### src/rtl/hostbus_pkg.sv
package hostbus_pkg;
  localparam int AW = 7;
  localparam int DW = 8;
  localparam logic [AW-1:0] SEL_BASE  = 7'h70;
  localparam logic [AW-1:0] SEL_LAST  = 7'h7B;
  localparam logic [AW-1:0] ADR_ADDR  = 7'h7C;
  localparam logic [AW-1:0] MODE_ADDR = 7'h0F;
  localparam int NBANK = (int'(SEL_LAST) - int'(SEL_BASE) + 1) / 2;

  typedef struct packed {
    logic          commit;
    logic [AW-1:0] addr;
    logic [DW-1:0] data;
    logic          rdLoad;
    logic          rdCap;
    logic [AW-1:0] rdAddr;
  } ctlStb_t;

  function automatic logic isSelAddr(input logic [AW-1:0] a);
    return (a >= SEL_BASE) && (a <= SEL_LAST);
  endfunction
endpackage

### src/rtl/hostbus_ctrl.sv
module hostbus_ctrl
  import hostbus_pkg::*;
#(
  parameter int DIV     = 8,
  parameter int HOLD_WR = 3,
  parameter int HOLD_RD = 2
) (
  input  logic          clk,
  input  logic          rstN,
  input  logic          busMode,
  input  logic          csN,
  input  logic          rdN,
  input  logic          wrN,
  input  logic          dsN,
  input  logic          rwN,
  input  logic [AW-1:0] addr,
  input  logic [DW-1:0] wdata,
  input  logic          asyncMode,
  output logic          rdActive,
  output logic          ready,
  output ctlStb_t       ctl
);
  localparam int HMAX = (HOLD_WR > HOLD_RD) ? HOLD_WR : HOLD_RD;
  localparam int HCW  = $clog2(HMAX + 1);
  localparam int DCW  = (DIV > 1) ? $clog2(DIV) : 1;

  logic rdRaw, wrRaw, rdQ, wrQ, wrTaken, pendValid, holdAdr, readyQ;
  logic [AW-1:0] addrQ, pendAddr;
  logic [DW-1:0] dataQ, pendData;
  logic [DCW-1:0] divCnt;
  logic [HCW-1:0] holdCnt;
  logic tick, blocked, accept, commit, selCommit, rdLoad;

  always_comb begin
    if (busMode) begin
      rdRaw = !csN && !dsN && rwN;
      wrRaw = !csN && !dsN && !rwN;
    end else begin
      rdRaw = !csN && !rdN;
      wrRaw = !csN && !wrN;
    end
  end

  assign tick      = (divCnt == DCW'(DIV - 1));
  assign blocked   = pendValid || ((holdCnt != '0) &&
                     (isSelAddr(addrQ) || ((addrQ == ADR_ADDR) && holdAdr)));
  assign accept    = wrQ && !wrTaken && !blocked;
  assign commit    = pendValid && (tick || asyncMode);
  assign selCommit = commit && isSelAddr(pendAddr);
  assign rdLoad    = tick && (holdCnt == HCW'(1)) && !holdAdr;

  always_ff @(posedge clk or negedge rstN) begin
    if (!rstN) begin
      rdQ <= 1'b0; wrQ <= 1'b0; addrQ <= '0; dataQ <= '0;
      divCnt <= '0; wrTaken <= 1'b0; pendValid <= 1'b0;
      pendAddr <= '0; pendData <= '0; holdCnt <= '0; holdAdr <= 1'b0;
      readyQ <= 1'b1;
    end else begin
      rdQ   <= rdRaw;
      wrQ   <= wrRaw;
      addrQ <= addr;
      dataQ <= wdata;
      divCnt <= tick ? '0 : divCnt + DCW'(1);
      if (!wrQ) wrTaken <= 1'b0;
      else if (accept) wrTaken <= 1'b1;
      if (accept) begin
        pendValid <= 1'b1;
        pendAddr  <= addrQ;
        pendData  <= dataQ;
      end else if (commit) begin
        pendValid <= 1'b0;
      end
      if (selCommit) begin
        holdCnt <= pendAddr[0] ? HCW'(HOLD_WR) : HCW'(HOLD_RD);
        holdAdr <= pendAddr[0];
      end else if (tick && holdCnt != '0) begin
        holdCnt <= holdCnt - HCW'(1);
      end
      readyQ <= !(rdQ || (wrQ && wrTaken));
    end
  end

  assign rdActive   = rdRaw;
  assign ready      = readyQ;
  assign ctl.commit = commit;
  assign ctl.addr   = pendAddr;
  assign ctl.data   = pendData;
  assign ctl.rdLoad = rdLoad;
  assign ctl.rdCap  = rdQ;
  assign ctl.rdAddr = addrQ;

  // synchronous commits only on a slow tick
  p_commit_on_tick_r3: assert property (@(posedge clk) disable iff (!rstN)
    (commit && !asyncMode) |-> tick);
  // asynchronous mode drains the pending write in one clock
  p_async_drain_r4: assert property (@(posedge clk) disable iff (!rstN)
    (pendValid && asyncMode) |=> !pendValid);
  // a select write only takes effect outside a hold-off window
  p_sel_idle_r7: assert property (@(posedge clk) disable iff (!rstN)
    selCommit |-> (holdCnt == '0));
  // ready low only follows a registered strobe
  p_ready_strobe_r8: assert property (@(posedge clk) disable iff (!rstN)
    !ready |-> $past(rdQ || wrQ));
  // ready released one clock after the registered strobe ends
  p_ready_release_r8: assert property (@(posedge clk) disable iff (!rstN)
    !(rdQ || wrQ) |=> ready);
endmodule

### src/rtl/hostbus_store.sv
module hostbus_store
  import hostbus_pkg::*;
#(
  parameter int NREG  = 16,
  parameter int BANKD = 8
) (
  input  logic          clk,
  input  logic          rstN,
  input  ctlStb_t       ctl,
  output logic [DW-1:0] rdata,
  output logic          asyncMode
);
  localparam int RW   = $clog2(NREG);
  localparam int IDXW = $clog2(BANKD);
  localparam int RAMN = NBANK * BANKD;
  localparam int RIW  = $clog2(RAMN);

  logic [DW-1:0] regFile [NREG];
  logic [DW-1:0] ram [RAMN];
  logic [DW-1:0] adrQ, rdataQ, rdMux;
  logic [RIW-1:0] rdIdxQ, wrIdx;
  logic isDirect, isSel;

  assign isDirect = int'(ctl.addr) < NREG;
  assign isSel    = isSelAddr(ctl.addr);
  assign wrIdx    = RIW'(((int'(ctl.addr) - int'(SEL_BASE)) / 2) * BANKD
                         + int'(ctl.data[IDXW-1:0]));

  always_ff @(posedge clk or negedge rstN) begin
    if (!rstN) begin
      for (int i = 0; i < NREG; i++) regFile[i] <= '0;
      for (int i = 0; i < RAMN; i++) ram[i] <= '0;
      adrQ   <= '0;
      rdIdxQ <= '0;
    end else begin
      if (ctl.rdLoad) adrQ <= ram[rdIdxQ];
      if (ctl.commit) begin
        if (isDirect) regFile[ctl.addr[RW-1:0]] <= ctl.data;
        if (ctl.addr == ADR_ADDR) adrQ <= ctl.data;
        if (isSel && ctl.addr[0]) ram[wrIdx] <= adrQ;
        if (isSel && !ctl.addr[0]) rdIdxQ <= wrIdx;
      end
    end
  end

  always_comb begin
    rdMux = '0;
    if (int'(ctl.rdAddr) < NREG) rdMux = regFile[ctl.rdAddr[RW-1:0]];
    else if (ctl.rdAddr == ADR_ADDR) rdMux = adrQ;
  end

  always_ff @(posedge clk or negedge rstN) begin
    if (!rstN) rdataQ <= '0;
    else if (ctl.rdCap) rdataQ <= rdMux;
  end

  assign rdata     = rdataQ;
  assign asyncMode = regFile[MODE_ADDR[RW-1:0]][0];

  // a fetch never coincides with a store into the RAM
  p_fetch_no_store_r6: assert property (@(posedge clk) disable iff (!rstN)
    ctl.rdLoad |-> !(ctl.commit && isSel && ctl.addr[0]));
endmodule

### src/rtl/hostbus_regif.sv
module hostbus_regif
  import hostbus_pkg::*;
#(
  parameter int DIV     = 8,
  parameter int HOLD_WR = 3,
  parameter int HOLD_RD = 2,
  parameter int NREG    = 16,
  parameter int BANKD   = 8
) (
  input  logic          clk,
  input  logic          rstN,
  input  logic          busMode,
  input  logic          csN,
  input  logic          rdN,
  input  logic          wrN,
  input  logic          dsN,
  input  logic          rwN,
  input  logic [AW-1:0] addr,
  input  logic [DW-1:0] wdata,
  output logic [DW-1:0] rdata,
  output logic          dataOe,
  output logic          ready
);
  ctlStb_t ctl;
  logic asyncMode;

  hostbus_ctrl #(.DIV(DIV), .HOLD_WR(HOLD_WR), .HOLD_RD(HOLD_RD)) uCtrl (
    .clk(clk), .rstN(rstN), .busMode(busMode), .csN(csN), .rdN(rdN),
    .wrN(wrN), .dsN(dsN), .rwN(rwN), .addr(addr), .wdata(wdata),
    .asyncMode(asyncMode), .rdActive(dataOe), .ready(ready), .ctl(ctl)
  );

  hostbus_store #(.NREG(NREG), .BANKD(BANKD)) uStore (
    .clk(clk), .rstN(rstN), .ctl(ctl), .rdata(rdata), .asyncMode(asyncMode)
  );
endmodule

### config.mk
export PLATFORM = sky130hd
export DESIGN_NAME = hostbus_regif
export DESIGN_NICKNAME = d
export VERILOG_FILES = /design/src/rtl/hostbus_pkg.sv /design/src/rtl/hostbus_ctrl.sv /design/src/rtl/hostbus_store.sv /design/src/rtl/hostbus_regif.sv
export SDC_FILE = /design/constraint.sdc
export NUM_CORES = 1
export LEC_CHECK = 0
export BUFFER_PORTS_ARGS = -buffer_cell sky130_fd_sc_hd__buf_4
export CAP_MARGIN = 20
export CORE_ASPECT_RATIO = 1.4
export CORE_UTILIZATION = 55
export CTS_BUF_LIST = sky130_fd_sc_hd__clkbuf_4
export DETAILED_ROUTE_END_ITERATION = 12
export PLACE_DENSITY = 0.74
export SLEW_MARGIN = 20
export SYNTH_ARGS = -nofsm -noshare
export SYNTH_HDL_FRONTEND = slang
export SYNTH_SLANG_ARGS = --single-unit
### constraint.sdc
create_clock -name clk -period 2.6 [get_ports clk]
set_input_delay 0.13 -clock clk [delete_from_list [all_inputs] [get_ports clk]]
set_output_delay 0.13 -clock clk [all_outputs]
set_load 0.05 [all_outputs]
==> results of run 1 <==
power groups by stage:
stage	registers (µW)	clock network (µW)	logic [µW]
3_5_place_dp	10900	0	4630
5_1_grt	10800	8300	5200
4_1_cts	10700	7840	4710
6_report	10700	7630	4880
3_3_place_gp	10800	0	4560
2_1_floorplan	9840	0	3470
sequential cells by signal (all words and copies together), names as in the netlist, 2 cells and up:
register	flops
uCtrl.dataQ	8
uCtrl.pendAddr	7
uStore.rdIdxQ	6
uStore.rdata	8
uCtrl.divCnt	3
uStore.regFile	127
uCtrl.addrQ	7
uCtrl.pendData	8
uStore.ram	384
uCtrl.holdCnt	2
uStore.adrQ	8
worst paths after layout:
path	slack [ns]	cells after the start	to	from
hold / removal	0.10	5	uCtrl.wrQ	wrN
min in group asynchronous	0.41	4	uStore.ram[368]	rstN
hold reg to reg	0.45	1	uCtrl.divCnt[0]	uCtrl.divCnt[0]
max in group asynchronous	0.62	5	uStore.ram[219]	rstN
setup / recovery	0.04	9	uStore.ram[354]	uCtrl.pendAddr[4]
setup reg to reg	0.04	9	uStore.ram[354]	uCtrl.pendAddr[4]
area by class of cell:
class | instances | area share (%)
timing repair buffer | 176 | 5.94
clock inverter | 34 | 0.876
antenna | 2 | 0.0164
sequential | 575 | 47.1
tap | 630 | 2.58
multi-input combinational | 1039 | 38.2
clock buffer | 207 | 5.08
inverter | 13 | 0.160
metal layers:
metal  vias to the layer above  global-route usage, %  part of all wire, %
li1                       6928                      -                    -
met1                      8420                   32.1                   39
met2                       383                   45.9                   53
met3                       153                   4.95                  3.7
met4                         0                   13.9                  4.3
met5                         -                      0                    0
worst register-to-register path, delay by kind of cell (launching register included):
family / cells / cell delay (ns)
and+or+nand+nor: 4 / 0.99
DFF: 1 / 0.38
adders and majority gates: 2 / 0.33
muxes: 1 / 0.33
xor gates and xnor gates: 1 / 0.20
buffers and inverters: 1 / 0.19
per-stage QoR:
| step | setup TNS [ns] | util, % | hold WS [ns] | area, µm² | instances |
|---|---|---|---|---|---|
| finish | 0 | 63.8 | 0.102 | 30600 | 2676 |
| global route | -0.732 | 63.8 | 0.0903 | 30600 | 2675 |
| CTS | 0 | 63.5 | 0.0270 | 30400 | 2670 |
| detailed placement | -0.0792 | 58.8 | -0.0360 | 28100 | 2388 |
| global placement | -0.0699 | 58.8 | -0.0323 | 28100 | 2388 |
| floorplan | 0 | - | -0.166 | 26700 | 1747 |
repair_timing:
| item | 4_1_cts | 5_1_grt |
|---|---|---|
| hold buffers | 39 | 0 |
| setup buffers | 2 | 4 |
| hold endpoints to repair | 592 | 0 |
| cloned | 0 | 0 |
| setup endpoints to repair | 63 | 317 |
| pin swaps | 2 | 10 |
| gates resized for setup | 2 | 25 |
cells in the mapped netlist (all sizes together), types with 3 or more instances:
library cell / n / area (µm²)
o22ai: 14 / 87.6
dfrtp: 574 / 14400
a211oi: 9 / 67.6
a22oi: 13 / 97.6
inv: 12 / 45.0
or2: 5 / 31.3
or3: 9 / 56.3
nand3b: 4 / 30.0
a221oi: 13 / 114
a22o: 3 / 26.3
mux4: 104 / 2360
clkbuf: 67 / 251
mux2: 545 / 6230
or4: 3 / 26.3
nor2: 68 / 671
buf: 53 / 404
nor2b: 11 / 68.8
nand2b: 7 / 43.8
nor4: 3 / 33.8
nand2: 70 / 308
and2: 4 / 25.0
nor3: 3 / 26.3
a21oi: 35 / 175
mux2i: 64 / 641
ha: 6 / 75.1
o21ai: 10 / 50.0
nand3: 14 / 70.1
cell families after synthesis:
family          after synthesis  share of synthesized area [%]
compound gates              103                           2.53
xor+xnor                      2                         0.0940
fa+ha+maj                     6                          0.282
buf+inv                     133                           2.64
flops                       575                           54.0
mux                         713                           34.7
simple gates                215                           5.77
==> flow_summary.yaml, run 1 <==
die:
  io_pins: 33
  die_h_um: 262
  die_x_um: 188
  num_rows: 95
  dieArea_um2: 49300
  coreArea_um2: 47900
  start_util_pct: 55.6
critical_path:
  cp.required_ns: 3.35
  path_class: "reg2reg"
  crit_family: "simple AND/OR/NAND/NOR gates"
  cp_slowest_cell: "or4b_4"
  end_kind: "register"
  cp_cell_sequence: "nand3_2 > and2_4 > ha_4 > ha_4 > xnor2_4 > or4b_4 > buf_12 > nor2_8 > mux2_4"
  start_kind: "register"
  cp_slowest_stage_delay_ns: 0.50
  cp_common_cell: "ha_4"
  critPathMaxFanout: 8
  crit_arrival_ns: 3.31
  crit_buf_inv: 1
layout:
  layout_common_cells: "dfrtp_1, mux2_2, clkbuf_4"
  multiInputGateArea_um2: 11700
  layout-drive-gt1-share_pct: 53.2
  fill_cells: 3459
  final_common_cell: "dfrtp_1"
  area_growth_pct: 14.7
  finalNetCount: 1975
  seq_area_um2: 14400
detailed_routing:
  drt_iter0_markers: 867
  dr.pass1.iters: 5
  num_vias: 15900
  drc: 0
  via_per_inst: 5.94
  ant_nets: 0
  avgRoutedWirePerCell_um: 23.5
  wirelength_mm: 63.0
power_and_ir_drop:
  p_leak_uw: 0.0150
  power_uw: 23200
  netSwitchingPower_uw: 7700
  seq_power_share_pct: 46.1
  vdd_drop_max_mv: 0.573
  swShare_pct: 33.2
  powerDensity_nw_per_um2: 760
  combPwrFrac_pct: 21.0
  p_clk_share_pct: 32.9
  intPower_uw: 15500
yosys:
  yosysUniqueCellTypes: 66
  ys_dominant_reg_cell: "dfrtp_1"
  netlist_area_um2: 26600
  yosys_warnings: 0
  synth_seq_area_share_pct: 54.0
  synth_area_per_cell_um2: 15.2
  ys_ff_latch: 575
  syn-num-nets: 1776
  synth_edf_count: 0
  syn_inst: 1747
  synthArstFlopShare_pct: 100
clock_tree:
  clk_pin_slew_ns: 0.07
  clk_latency_ns: 0.91
  cts_buffer_depth: 3
  htree_num_levels: 4
  cts_tree: "yes"
  cts_buffers: 141
  root_buffer: "clkbuf_4"
  cts.sinks: 575
run:
  drv_cap: 0
hold_path:
  hp-class: "in2reg"
place:
  io_buffers: 32
  place_hpwl_mm: 42.2
  dp_worst_setup_slack_ns: -0.0115
  place.gp.congestion: 0.889
grt:
  antenna_found_initial: 1
  grt.overflow.total: 0
  grt_pass1_wl_mm: 101
  grtUsageTotal_pct: 26.8
  grt_pass1_vias: 17400
  grt_max_degree: 139
sta:
  slew_viol_final: 0
  finalWorstSetupSlack_ns: 0.0392
  min_period_ns: 2.56
  final_hold_viol_count: 0
  skew_ns: 0.0459
  maxSlewHeadroom_pct: 23.3
  finalCritPeriodShare_pct: 98.5
  tightestPinTransition_ns: 1.15
  timing.fmax_mhz: 391
  rsz0062_at_grt: "true"
  final-setup-viol-count: 0
outcome:
  status: "complete, no violations"
(Power assumes the default switching activity.)
==> run 2, diff against run 1 <==
- CORE_MARGIN: unset -> 5
==> run 2 against run 1 <==
Against the previous run: the flow now finishes with violations (setup timing); clock-buffer cell count down 10; clock skew grew 0.0029 ns; combinational power hardly changed; via count up 0.87%; critical path depth is the same; sequential power hardly changed; die area grew 7.4%.
==> flow_summary.yaml, run 2 (synthesized netlist as in run 1, its figures left out) <==
layout:
  area_growth_pct: 15.2
  regMostFlops: "uStore.ram"
  finalNetCount: 1997
  final_util_pct: 63.9
  final_common_cell: "dfrtp_1"
  fin_area_um2: 30700
  layout_common_cells: "dfrtp_1, mux2_2, clkbuf_4"
  largestRegisters: "uStore.ram: 384 flops, uStore.regFile: 127 flops"
  layout-drive-gt1-share_pct: 53.7
  largest_register_ffs: 384
hold_path:
  hp-class: "in2reg"
  holdPathEnd: "uCtrl.wrQ"
  min-delay-start: "wrN"
  holdPathStages: 5
sta:
  tns_ns: -0.0180
  tightestPinTransition_ns: 1.10
  final-setup-viol-count: 4
  hold_slack_ns: 0.115
  maxSlewHeadroom_pct: 26.5
  final_hold_viol_count: 0
  finalCritPeriodShare_pct: 100
  min_period_ns: 2.61
  skew_ns: 0.0489
  rsz0062_at_grt: "true"
  finalWorstSetupSlack_ns: -0.00684
  slew_viol_final: 0
  timing.fmax_mhz: 384
critical_path:
  cp.required_ns: 3.34
  cp_common_cell: "ha_4"
  crit_arrival_ns: 3.34
  critPathMaxFanout: 8
  end_kind: "register"
  crit_buf_inv: 1
  crit_family: "simple AND/OR/NAND/NOR gates"
  timing.rr.end: "uStore.ram[336]"
  worst-r2r-cell-count: 9
  cp_slowest_stage_delay_ns: 0.54
  cp_slowest_cell: "or4b_4"
  regToRegSetupSlack_ns: -0.007
  cp_cell_sequence: "nand3_2 > and2_4 > ha_4 > ha_4 > xnor2_2 > or4b_4 > buf_12 > nor2_8 > mux2_2"
  start_kind: "register"
  worstReg2RegStart: "uCtrl.pendAddr[4]"
  path_class: "reg2reg"
power_and_ir_drop:
  powerDensity_nw_per_um2: 745
  seq_power_share_pct: 47.0
  intPower_uw: 15200
  combPwrFrac_pct: 21.4
  p_leak_uw: 0.0151
  p_clk_share_pct: 31.6
  netSwitchingPower_uw: 7660
  vdd_drop_max_mv: 0.473
  swShare_pct: 33.5
detailed_routing:
  dr.pass1.iters: 6
  via_per_inst: 5.97
  ant_nets: 0
  num_vias: 16000
  wirelength_mm: 64.2
  drc: 0
  drt_iter0_markers: 961
  avgRoutedWirePerCell_um: 23.9
clock_tree:
  cts_tree: "yes"
  root_buffer: "clkbuf_4"
  cts_buffer_depth: 3
  htree_num_levels: 4
  clk_latency_ns: 0.88
  cts_buffers: 139
  cts.sinks: 575
  clk_pin_slew_ns: 0.06
die:
  dieArea_um2: 53000
  die_h_um: 270
  num_rows: 95
  die_x_um: 196
  start_util_pct: 55.5
  coreArea_um2: 48000
  io_pins: 33
place:
  dp_worst_setup_slack_ns: -0.0619
  place_hpwl_mm: 43.3
  place.gp.congestion: 0.873
  io_buffers: 32
  dpl_cell_area_um2: 28300
grt:
  grt_util_met1_pct: 30.4
  grtUsageMet3_pct: 4.57
  grt_pass1_wl_mm: 103
  grt_pass1_vias: 17900
  antenna_found_initial: 1
  grt.overflow.total: 0
  grt.busiest_layer: "met2"
  grtUsageTotal_pct: 24.9
  grt_max_degree: 93
  met2_usage_pct: 42.2
run:
  drv_cap: 0
outcome:
  violations: "setup timing"
  status: "complete, but fails checks"
## run 2: cell types whose count changed in the layout (fill, tap and decap cells not counted), moves of 2 or more
cell       previous run  this run
mux2_2              503       473
clkinv_1             22        15
bufinv_16             5         3
buf_12               31        28
nand2b_1              5         7
nand2b_2              2         0
inv_2                 5         7
buf_4               105       132
mux2_4               40        69
clkbuf_4            207       197
## run 2: repair_timing
action,CTS,global route
pin swaps,4,8
endpoints found under the setup margin,180,250
resized for setup,11,45
hold buffers,39,0
endpoints found under the hold margin,592,0
setup buffers,2,1
## run 2: per-layer routing
layer | vias to the layer above | wire length, µm
li1 | 6960 | -
met1 | 8483 | 24800
met2 | 419 | 33300
met3 | 160 | 2740
met4 | 0 | 3340
met5 | - | 0
## run 2: worst max path at each step
stage,start,to,cells after the start
final,uCtrl.pendAddr[4],uStore.ram[336],9
after detailed placement,uCtrl.pendAddr[6],uStore.ram[304],9
after global placement,uCtrl.pendAddr[6],uStore.ram[309],9
after CTS,uCtrl.pendAddr[6],uStore.ram[102],10
after floorplan,uCtrl.pendAddr[0],uStore.ram[200],10
after global routing,uCtrl.pendAddr[4],uStore.ram[352],9
## run 2: area by class of cell
cell class	instances	area, µm²
inverter	13	48.8
fill	3539	17300
sequential	575	14400
antenna	1	2.50
multi-input combinational	1039	11800
tap	630	788
clock buffer	197	1480
timing repair buffer	200	1970
clock inverter	29	203
## run 2: through the flow
step	cells	total power (µW)
floorplan	1747	13300
global placement	2415	15400
detailed placement	2415	15500
CTS	2682	22900
global route	2684	24000
finish	2684	22900
## run 2: power groups by stage
stage               sequential [µW]  combinational, µW  clock, µW
floorplan                      9840               3470          0
global placement              10800               4600          0
detailed placement            10900               4690          0
CTS                           10700               4800       7440
global route                  10800               5200       7930
finish                        10700               4890       7230
## run 2: worst register-to-register path, cell delays in order, from the launching register on
cell	delay [ns]
dfrtp_1	0.38
nand3_2	0.11
and2_4	0.18
ha_4	0.16
ha_4	0.15
xnor2_2	0.18
or4b_4	0.54
buf_12	0.20
nor2_8	0.23
mux2_2	0.36
